`src/rtl/sram_ctl_pkg.sv`:
```
package sram_ctl_pkg;

  typedef enum logic [2:0] {
    ST_IDLE = 3'd0,
    ST_WSET = 3'd1,
    ST_WPUL = 3'd2,
    ST_WREC = 3'd3,
    ST_RACC = 3'd4
  } seq_state_e;

  // Clock cycles covering a nanosecond minimum; never below one cycle.
  function automatic int ns_to_cyc(input int ns, input int per_ns);
    int c;
    c = (ns + per_ns - 1) / per_ns;
    return (c < 1) ? 1 : c;
  endfunction

  function automatic int imax(input int a, input int b);
    return (a > b) ? a : b;
  endfunction

endpackage

```
`src/rtl/sram_ctl_seq.sv`:
```
module sram_ctl_seq
  import sram_ctl_pkg::*;
#(
  parameter int N_WP   = 6,
  parameter int N_WREC = 1,
  parameter int N_RD   = 7,
  parameter int N_WHZ  = 3
) (
  input  logic clk,
  input  logic rst_n,
  input  logic req,
  input  logic wr,
  output logic ready,
  output logic load_en,
  output logic cap_en,
  output logic cs_n,
  output logic oe_n,
  output logic we_n,
  output logic dq_oe
);

  localparam int MAXC  = imax(imax(N_WP, N_WREC), N_RD);
  localparam int CNT_W = (MAXC < 2) ? 1 : $clog2(MAXC);
  localparam logic [CNT_W-1:0] WP_LD   = CNT_W'(N_WP - 1);
  localparam logic [CNT_W-1:0] WREC_LD = CNT_W'(N_WREC - 1);
  localparam logic [CNT_W-1:0] RD_LD   = CNT_W'(N_RD - 1);
  localparam logic [CNT_W-1:0] DRV_LIM = CNT_W'(N_WP - 1 - N_WHZ);

  seq_state_e       state_q, state_d;
  logic [CNT_W-1:0] cnt_q, cnt_d;
  logic             last;
  logic             cs_n_d, oe_n_d, we_n_d, dq_oe_d;

  assign last    = (cnt_q == '0);
  assign ready   = (state_q == ST_IDLE);
  assign load_en = ready && req;
  assign cap_en  = (state_q == ST_RACC) && last;

  // Next-state and phase counter
  always_comb begin
    state_d = state_q;
    cnt_d   = last ? cnt_q : cnt_q - 1'b1;
    unique case (state_q)
      ST_IDLE: if (req) begin
        state_d = wr ? ST_WSET : ST_RACC;
        cnt_d   = wr ? '0 : RD_LD;
      end
      ST_WSET: if (last) begin
        state_d = ST_WPUL;
        cnt_d   = WP_LD;
      end
      ST_WPUL: if (last) begin
        state_d = ST_WREC;
        cnt_d   = WREC_LD;
      end
      ST_WREC: if (last) state_d = ST_IDLE;
      ST_RACC: if (last) state_d = ST_IDLE;
      default: state_d = ST_IDLE;
    endcase
  end

  // Strobes decoded from the next state so that the pins come from flops
  always_comb begin
    cs_n_d  = (state_d == ST_IDLE);
    oe_n_d  = (state_d != ST_RACC);
    we_n_d  = (state_d != ST_WPUL);
    dq_oe_d = (state_d == ST_WPUL) && (cnt_d <= DRV_LIM);
  end

  always_ff @(posedge clk or negedge rst_n) begin
    if (!rst_n) begin
      state_q <= ST_IDLE;
      cnt_q   <= '0;
      cs_n    <= 1'b1;
      oe_n    <= 1'b1;
      we_n    <= 1'b1;
      dq_oe   <= 1'b0;
    end else begin
      state_q <= state_d;
      cnt_q   <= cnt_d;
      cs_n    <= cs_n_d;
      oe_n    <= oe_n_d;
      we_n    <= we_n_d;
      dq_oe   <= dq_oe_d;
    end
  end

  a_r5_drive_inside_write: assert property (@(posedge clk) disable iff (!rst_n)
    dq_oe |-> (!we_n && !cs_n));
  a_r5_release_with_we: assert property (@(posedge clk) disable iff (!rst_n)
    $rose(we_n) |-> !dq_oe);
  a_r3_we_after_select: assert property (@(posedge clk) disable iff (!rst_n)
    $fell(we_n) |-> $past(!cs_n));
  a_r7_read_strobes: assert property (@(posedge clk) disable iff (!rst_n)
    !oe_n |-> (!cs_n && we_n));
  a_r2_accept_busy: assert property (@(posedge clk) disable iff (!rst_n)
    load_en |=> !ready);

endmodule

```
`src/rtl/sram_ctl_lanes.sv`:
```
module sram_ctl_lanes #(
  parameter int ADDR_W = 18,
  parameter int DATA_W = 16
) (
  input  logic                   clk,
  input  logic                   rst_n,
  input  logic                   load_en,
  input  logic                   cap_en,
  input  logic                   cs_n,
  input  logic [ADDR_W-1:0]      addr_i,
  input  logic [DATA_W-1:0]      wdata_i,
  input  logic [DATA_W/8-1:0]    mask_i,
  input  logic [DATA_W-1:0]      dq_i,
  output logic [ADDR_W-1:0]      mem_addr,
  output logic [DATA_W-1:0]      dq_o,
  output logic [DATA_W/8-1:0]    be_n,
  output logic [DATA_W-1:0]      rdata,
  output logic                   rvalid
);

  localparam int NLANE = DATA_W / 8;

  logic [ADDR_W-1:0] addr_q;
  logic [DATA_W-1:0] wdata_q, rdata_q, rdata_d;
  logic [NLANE-1:0]  mask_q;
  logic              rvalid_q;

  always_ff @(posedge clk or negedge rst_n) begin
    if (!rst_n) begin
      addr_q  <= '0;
      wdata_q <= '0;
      mask_q  <= '0;
    end else if (load_en) begin
      addr_q  <= addr_i;
      wdata_q <= wdata_i;
      mask_q  <= mask_i;
    end
  end

  for (genvar l = 0; l < NLANE; l++) begin : g_lane
    assign be_n[l] = cs_n | ~mask_q[l];
    assign rdata_d[8*l +: 8] = mask_q[l] ? dq_i[8*l +: 8] : 8'h00;
  end

  always_ff @(posedge clk or negedge rst_n) begin
    if (!rst_n) begin
      rdata_q  <= '0;
      rvalid_q <= 1'b0;
    end else begin
      rvalid_q <= cap_en;
      if (cap_en) rdata_q <= rdata_d;
    end
  end

  assign mem_addr = addr_q;
  assign dq_o     = wdata_q;
  assign rdata    = rdata_q;
  assign rvalid   = rvalid_q;

  a_r3_addr_stable: assert property (@(posedge clk) disable iff (!rst_n)
    (!cs_n && $past(!cs_n)) |-> ($stable(mem_addr) && $stable(be_n)));
  a_r8_rvalid_pulse: assert property (@(posedge clk) disable iff (!rst_n)
    rvalid |=> !rvalid);
  a_r8_unselected_zero: assert property (@(posedge clk) disable iff (!rst_n)
    (rvalid && !mask_q[0]) |-> (rdata[7:0] == 8'h00));
  a_r1_lanes_idle: assert property (@(posedge clk) disable iff (!rst_n)
    cs_n |-> (be_n == '1));

endmodule

```
`src/rtl/sram_ctl.sv`:
```
module sram_ctl
  import sram_ctl_pkg::*;
#(
  parameter int ADDR_W  = 18,
  parameter int DATA_W  = 16,
  parameter int CLK_NS  = 10,
  parameter int T_WC_NS = 70,
  parameter int T_WP_NS = 55,
  parameter int T_AW_NS = 60,
  parameter int T_BW_NS = 60,
  parameter int T_DW_NS = 30,
  parameter int T_WHZ_NS = 25,
  parameter int T_RC_NS = 70,
  parameter int T_AA_NS = 70,
  parameter int T_OE_NS = 35,
  parameter int T_BA_NS = 35
) (
  input  logic              clk,
  input  logic              rst_n,
  input  logic              req_i,
  input  logic              wr_i,
  input  logic [ADDR_W-1:0] addr_i,
  input  logic [DATA_W-1:0] wdata_i,
  input  logic [1:0]        mask_i,
  output logic              ready_o,
  output logic [DATA_W-1:0] rdata_o,
  output logic              rvalid_o,
  output logic [ADDR_W-1:0] mem_addr_o,
  output logic              mem_cs_n_o,
  output logic              mem_oe_n_o,
  output logic              mem_we_n_o,
  output logic              mem_lb_n_o,
  output logic              mem_ub_n_o,
  output logic [DATA_W-1:0] mem_dq_o,
  output logic              mem_dq_oe_o,
  input  logic [DATA_W-1:0] mem_dq_i
);

  localparam int N_WHZ = ns_to_cyc(T_WHZ_NS, CLK_NS);
  localparam int N_WP  = imax(imax(ns_to_cyc(T_WP_NS, CLK_NS), ns_to_cyc(T_AW_NS, CLK_NS)),
                              imax(ns_to_cyc(T_BW_NS, CLK_NS), N_WHZ + ns_to_cyc(T_DW_NS, CLK_NS)));
  localparam int N_WREC = imax(1, ns_to_cyc(T_WC_NS, CLK_NS) - 1 - N_WP);
  localparam int N_RD  = imax(imax(ns_to_cyc(T_RC_NS, CLK_NS), ns_to_cyc(T_AA_NS, CLK_NS)),
                              imax(ns_to_cyc(T_OE_NS, CLK_NS), ns_to_cyc(T_BA_NS, CLK_NS)));

  logic [1:0] rst_sync_q;
  logic       rst_int_n;
  logic       load_en, cap_en, cs_n, oe_n, we_n;
  logic [1:0] be_n;

  // Reset asserts at once and releases on the clock
  always_ff @(posedge clk or negedge rst_n) begin
    if (!rst_n) rst_sync_q <= 2'b00;
    else        rst_sync_q <= {rst_sync_q[0], 1'b1};
  end
  assign rst_int_n = rst_sync_q[1];

  sram_ctl_seq #(
    .N_WP(N_WP), .N_WREC(N_WREC), .N_RD(N_RD), .N_WHZ(N_WHZ)
  ) seq_i (
    .clk(clk), .rst_n(rst_int_n), .req(req_i), .wr(wr_i),
    .ready(ready_o), .load_en(load_en), .cap_en(cap_en),
    .cs_n(cs_n), .oe_n(oe_n), .we_n(we_n), .dq_oe(mem_dq_oe_o)
  );

  sram_ctl_lanes #(.ADDR_W(ADDR_W), .DATA_W(DATA_W)) lanes_i (
    .clk(clk), .rst_n(rst_int_n), .load_en(load_en), .cap_en(cap_en),
    .cs_n(cs_n), .addr_i(addr_i), .wdata_i(wdata_i), .mask_i(mask_i),
    .dq_i(mem_dq_i), .mem_addr(mem_addr_o), .dq_o(mem_dq_o), .be_n(be_n),
    .rdata(rdata_o), .rvalid(rvalid_o)
  );

  assign mem_cs_n_o = cs_n;
  assign mem_oe_n_o = oe_n;
  assign mem_we_n_o = we_n;
  assign mem_lb_n_o = be_n[0];
  assign mem_ub_n_o = be_n[1];

  a_r7_oe_we_exclusive: assert property (@(posedge clk) disable iff (!rst_int_n)
    !(!mem_oe_n_o && !mem_we_n_o));
  a_r9_no_lane_no_strobe_effect: assert property (@(posedge clk) disable iff (!rst_int_n)
    mem_cs_n_o |-> (mem_lb_n_o && mem_ub_n_o && !mem_dq_oe_o));

endmodule

```
`config.mk`:
```
export PLATFORM = sky130hd
export DESIGN_NAME = sram_ctl
export DESIGN_NICKNAME = d
export VERILOG_FILES = /design/src/rtl/sram_ctl_pkg.sv /design/src/rtl/sram_ctl_seq.sv /design/src/rtl/sram_ctl_lanes.sv /design/src/rtl/sram_ctl.sv
export SDC_FILE = /design/constraint.sdc
export NUM_CORES = 1
export LEC_CHECK = 0
export ABC_AREA = 1
export BUFFER_PORTS_ARGS = -buffer_cell sky130_fd_sc_hd__buf_2
export CELL_PAD_IN_SITES_DETAIL_PLACEMENT = 2
export CELL_PAD_IN_SITES_GLOBAL_PLACEMENT = 2
export CORE_MARGIN = 5
export CORE_UTILIZATION = 29
export CTS_CLUSTER_SIZE = 16
export DETAILED_ROUTE_END_ITERATION = 10
export GPL_ROUTABILITY_DRIVEN = 0
export MAX_ROUTING_LAYER = met4
export PLACE_DENSITY_LB_ADDON = 0.1
export SYNTH_ARGS = -nofsm -noshare
export SYNTH_HDL_FRONTEND = slang
export SYNTH_SLANG_ARGS = --single-unit
```
`constraint.sdc`:
```
create_clock -name clk -period 5.1 [get_ports clk]
set_input_delay 1.02 -clock clk [delete_from_list [all_inputs] [get_ports clk]]
set_output_delay 1.02 -clock clk [all_outputs]
set_load 0.03 [all_outputs]
```
==> metrics, run 1 <==
outcome finished, final reports clean; Leakage roughly 2.0 nW; hold path start rst_sync_q[0]$_DFF_PN0_; Avg Cell Area, Syn just under 9 um^2; HPWL after DPL 6.161 mm; switching share of power a little under 50%; count leader, synth nand2_1; nets 486; GR Layer Usage met1 19.34%; die area 0.01163 mm^2; asr flop ratio synth 100.0%; CP arrival 1.37 ns; clk_skew 0.01636 ns; Yosys top cell area share 55.91%; Max Cap Viol 0; CTS tree built; CTS H-tree lvls 3; met3 Use GR 4.199%; Core Area 0.009284 mm^2; Synth Instances 311; Final Cycle Share 46.85%; fin area 0.003637 mm^2; CTS root buf clkbuf_8; #FFs+latches synth 65; Net Count, Synth 371; worst reg2reg path startpoint seq_i.cnt_q[0]$_DFF_PN0_; row count 35; largest net degree at the start of global routing 64; internal power 1.321 mW; endpoints failing hold 0; min Tclk post-route 2.390 ns; per-cell routed wire length 14.93 um; setup TNS 0 ns; Netlist cell types 23; post-route setup slack 2.710 ns; fillers 1091; reg2reg setup slack roughly 3.1 ns; CP required a little over 4 ns; WS Path Type reg2out; total CTS buffers 9; Synth Warn # 0; CP delay by family, top flip-flops; power share of the clock group between 10% and 20%; Hold Path Stages 0; final wirelength 8.373 mm; FMAX 418.5 MHz; grt total ovfl 0; Seq pwr share 35.9%; Post-CTS Setup Repair Bufs 0; Buf/Inv on CP 2; Vias/cell 4.362; R2R cell count 10; vias in the first global route 2730; Num Clock Sinks 65; largest cells by area after synthesis dfrtp_1 56%, nand2_1 17%, inv_1 4.1%; first-pass GRT wire length 13.91 mm; RSZ-0062 raised after global routing false; Yosys top cell by area dfrtp_1; area grow syn2layout 31.06%; switching power ~1.2 mW; Most used DFF post-synth dfrtp_1; Total GRT Usage 15.84%; busiest grt layer met2; pre-CTS setup slack 2.571 ns; critical path launch point type register; antenna viol nets, final 0; Port-buffer cells 113; count of hold-fix buffers inserted at cts 0; Max IR drop VDD 243.1 uV; Worst path slowest cell dfrtp_1; measured slew at the worst slew-check pin 0.8196 ns; EDFF count, synth 0; worst skew pair latency 0.34 ns; via count ~2400; max-slew violations 0; CP cell instances inv_2 -> nand2_4 -> nor2_1 -> buf_2; area of the multi-input gates 938.4 um^2; Die Width 107.8 um; initial antenna violation count 1; first drt pass iteration count 5; M2 GR Usage 25.58%; Resize count post-CTS 0; FF-to-FF End seq_i.dq_oe$_DFF_PN0_; Synth top cells by count 123 x nand2_1, 62 x dfrtp_1, 30 x inv_1, 18 x nor2_1; CP max FO 7; initial cell density of the core 29.89%; Setup crit end kind output port; Reg area approximately 0.0016 mm^2; Worst-path clk slew 0.08 ns; DRT iter0 DRCs 75; hold crit path type reg2reg; Synth Cell Area 0.002775 mm^2; I/O pin total 114; placed cell area between 0.003 and 0.004 mm^2; Post-route DRC 0; sequential-to-total area share from yosys stat 58.75%; Pwr per Cell Area 703.9 mW/mm^2; DIE HEIGHT 107.8 um; final setup fails 0; Comb pwr share between 40% and 50%; hold endpoint rst_sync_q[1]$_DFF_PN0_; Max clock buf depth 2; worst stage delay on the critical path 0.46 ns; share of cells above drive strength 1 35.73%; Max-Slew Margin vs Limit 45.36%
metal layers:
metal / routed length [um] / part of all wire, %
met1: 3762 / 45
met5: 0 / 0
met3: 394 / 4.7
met2: 4123 / 49
met4: 92 / 1.1
sequential cells by signal, summed over array words and instances, names as in the netlist:
| name | cells |
|---|---|
| seq_i.dq_oe | 1 |
| seq_i.cnt_q | 3 |
| seq_i.we_n | 1 |
| lanes_i.dq_o | 16 |
| lanes_i.mask_q | 2 |
| lanes_i.rvalid | 1 |
| seq_i.state_q | 3 |
| lanes_i.rdata | 16 |
| seq_i.cs_n | 1 |
| seq_i.oe_n | 1 |
| rst_sync_q | 2 |
| lanes_i.mem_addr | 18 |
logic make-up after synthesis:
family / Yosys count / share of synthesized area (%)
flip-flops: 65 / 58.75
AND/OR/NAND/NOR: 176 / 28.22
buffers and inverters: 46 / 7.664
other: 1 / 0.1351
adder cells (fa/ha/maj): 4 / 1.803
AO/OA/AOI/OAI: 19 / 3.426
power groups by stage:
stage | registers, mW | logic, mW | clock network (mW)
3_5_place_dp | 0.934 | 1.23 | 0
6_report | 0.919 | 1.21 | 0.426
4_1_cts | 0.928 | 1.24 | 0.447
3_3_place_gp | 0.927 | 1.19 | 0
5_1_grt | 0.957 | 1.33 | 0.474
2_1_floorplan | 1.30 | 0.456 | 0
metrics by stage:
step / power (mW) / cells / utilization (%) / hold WS [ns]
2_1_floorplan: 1.752 / 311 / - / 0.3312
3_3_place_gp: 2.120 / 544 / 37.13 / 0.3380
3_5_place_dp: 2.168 / 544 / 37.13 / 0.3464
4_1_cts: 2.617 / 560 / 39.15 / 0.3661
5_1_grt: 2.763 / 561 / 39.18 / 0.3760
6_report: 2.560 / 561 / 39.18 / 0.3649
area by class of cell:
cell class | instances | share of cell area [%]
clock inverter | 6 | 1.651
antenna | 1 | 0.06880
tap | 129 | 4.438
sequential | 65 | 44.86
timing repair buffer | 116 | 16.17
inverter | 34 | 3.509
multi-input combinational | 200 | 25.80
clock buffer | 10 | 3.509
layout by cell type, fill, tap and decap left out, types with 9 or more instances in the layout:
cell type	synthesis	routed
o21ai_1	16	16
inv_1	30	30
nand2_1	123	123
nand3_2	10	10
nand3_1	16	16
dfrtp_1	62	61
buf_2	5	113
clkbuf_8	0	9
nor2_1	18	18
worst max path at each step:
stage / from / to / cells after the start
floorplan: seq_i.state_q[1]$_DFF_PN0_ / ready_o / 3
global placement: req_i / lanes_i.dq_o[8]$_DFFE_PN0P_ / 7
detailed placement: req_i / lanes_i.mem_addr[16]$_DFFE_PN0P_ / 7
CTS: seq_i.state_q[1]$_DFF_PN0_ / ready_o / 4
global route: seq_i.state_q[1]$_DFF_PN0_ / ready_o / 4
finish: seq_i.state_q[1]$_DFF_PN0_ / ready_o / 4
Note: power is estimated with default switching activity, not from simulation.
==> run 2: changes to the inputs <==
- CORE_UTILIZATION: 29 -> 24
- clock period: 5.1 -> 2 ns (I/O delays scaled with it)
==> run 2 against run 1 <==
Effect of this change: sequential share of layout area decreased by 2.3 points; clock power increased to 3.7 times the previous value; sequential cell count unchanged; first-iteration DRC count increased by 12%; clock skew decreased by 0.011 ns; die area increased by 19%; utilization decreased by 5.5 points; worst hold slack got worse by 0.087 ns; critical endpoint is now seq_i.dq_oe$_DFF_PN0_.
==> metrics, run 2 (same netlist as run 1, synthesis figures left out) <==
outcome finished, final reports clean; Die Width 117.5 um (+9.0%); placed cell area 0.003505 mm^2 (+1.7%); fin area 0.003830 mm^2 (+5.3%); CTS tree built; grt total ovfl 0 (unchanged); post-route setup slack 0.2177 ns (-2.493 ns); Max Cap Viol 0 (unchanged); Max clock buf depth 2 (unchanged); CP arrival 1.99 ns (+0.62 ns); Worst-path clk slew 0.06 ns (-0.02 ns); vias in the first global route 2812 (+3.0%); clk_skew 0.005636 ns (-0.01073 ns); row count 39 (+11%); HPWL after DPL 6.410 mm (+4.0%); CP required 2.21 ns (-1.87 ns); Max IR drop VDD 629.5 uV (+160%); Leakage 2.109 nW (+4.2%); area grow syn2layout 38.01%; CTS root buf clkbuf_16; RSZ-0062 raised after global routing false; most frequent cells in the layout 123 x nand2_1, 113 x buf_2, 61 x dfrtp_1; Pwr per Cell Area 1842 mW/mm^2 (+160%); CTS H-tree lvls 3 (unchanged); per-cell routed wire length 14.80 um (-0.81%); FMAX 561.1 MHz; largest net degree at the start of global routing 38 (-41%); die area 0.01381 mm^2 (+19%); Num Clock Sinks 65 (unchanged); critical path launch point type register; pre-CTS setup slack 0.1652 ns (-2.406 ns); Post-CTS Setup Repair Bufs 0 (unchanged); measured slew at the worst slew-check pin 0.6854 ns (-0.1342 ns); total CTS buffers 9 (unchanged); initial antenna violation count 1 (unchanged); Vias/cell 4.260 (-2.3%); switching share of power 45.77% (-2.7 points); Post-route DRC 0 (unchanged); Largest register FFs 18 (unchanged); most common cell after layout, fill and taps aside nand2_1; antenna viol nets, final 0 (unchanged); DRT iter0 DRCs 84 (+12%); R2R cell count 10 (unchanged); DIE HEIGHT 117.5 um (+9.0%); WS Path Type reg2reg; final wirelength 8.557 mm (+2.2%); Total GRT Usage 13.17% (-2.7 points); hold crit path type reg2async; setup TNS 0 ns (unchanged); internal power 3.825 mW (+190%); first drt pass iteration count 4 (-1); Seq pwr share 33.1% (-2.8 points); Core Area 0.01137 mm^2 (+22%); Comb pwr share 44.4% (-3.0 points); hold slack 0.2783 ns (-0.08655 ns); Final Cycle Share 89.11%; Max-Slew Margin vs Limit 54.31% (+8.9 points); first-pass GRT wire length 14.42 mm (+3.7%); via count 2462 (+0.61%); CP max FO 8 (+1); Port-buffer cells 113 (unchanged); nets 489 (+0.62%); switching power 3.228 mW (+160%); endpoints failing hold 0 (unchanged); share of cells above drive strength 1 36.41% (+0.67 points); fin util 33.69% (-5.5 points); final setup fails 0 (unchanged); I/O pin total 114 (unchanged); Setup crit end kind register; min Tclk post-route 1.782 ns; power share of the clock group 22.5% (+5.8 points); initial cell density of the core 24.41% (-5.5 points); worst skew pair latency 0.32 ns (-0.02 ns); max-slew violations 0 (unchanged)
==> run 2: worst max-delay path: stages (launching register included) <==
cell     delay (ns)
dfrtp_1        0.38
inv_1          0.11
ha_2           0.25
nand2_4        0.11
ha_1           0.31
nor2_1         0.13
nand3_1        0.09
nand3_1        0.10
nor2_1         0.05
nor2_1         0.10
nor2_1         0.05
==> run 2: power by group through the flow <==
stage	Clock, mW	Combinational, mW	Sequential [mW]
after floorplan	0	1.16	3.31
after global placement	0	3.11	2.34
after detailed placement	0	3.19	2.37
after CTS	1.66	3.21	2.35
after global routing	1.72	3.47	2.43
final	1.59	3.13	2.33
==> run 2: path summary, 6_finish.rpt <==
kind / from / endpoint / slack, ns
max in group asynchronous: rst_sync_q[1]$_DFF_PN0_ / lanes_i.mem_addr[12]$_DFFE_PN0P_ / 1.10
worst min register to register: rst_sync_q[1]$_DFF_PN0_ / lanes_i.dq_o[13]$_DFFE_PN0P_ / 0.28
worst min-delay path: rst_sync_q[1]$_DFF_PN0_ / lanes_i.dq_o[13]$_DFFE_PN0P_ / 0.28
min in group clk: addr_i[11] / lanes_i.mem_addr[11]$_DFFE_PN0P_ / 0.28
worst max-delay path: seq_i.cnt_q[0]$_DFF_PN0_ / seq_i.dq_oe$_DFF_PN0_ / 0.22
worst max register to register: seq_i.cnt_q[0]$_DFF_PN0_ / seq_i.dq_oe$_DFF_PN0_ / 0.22
==> run 2: routing by layer <==
layer  up-vias  wire (um)  GRT usage, %
li1       1197          -             -
met1      1190       3851         15.60
met2        70       4112         21.36
met3         5        514         4.421
met4         0         78         3.871
met5         -          0             -
==> run 2: layout make-up <==
class                      count  area [um^2]
inverter                      34        127.6
clock buffer                  10        239.0
fill                        1319         7540
clock inverter                 6        66.31
tap                          143        178.9
sequential                    65         1632
timing repair buffer         119        638.1
multi-input combinational    200        945.9
antenna                        1        2.502
==> run 2: through the flow <==
stage               power, mW  instances
CTS                     7.218        577
detailed placement      5.559        560
floorplan               4.469        311
finish                  7.053        578
global route            7.613        578
global placement        5.454        560
==> run 2: repair_timing <==
| action | CTS | global route |
|---|---|---|
| gates resized for setup | 0 | 2 |
| hold buffers | 1 | 0 |
| endpoints found under the hold margin | 2 | 0 |
| setup endpoints to repair | 0 | 1 |
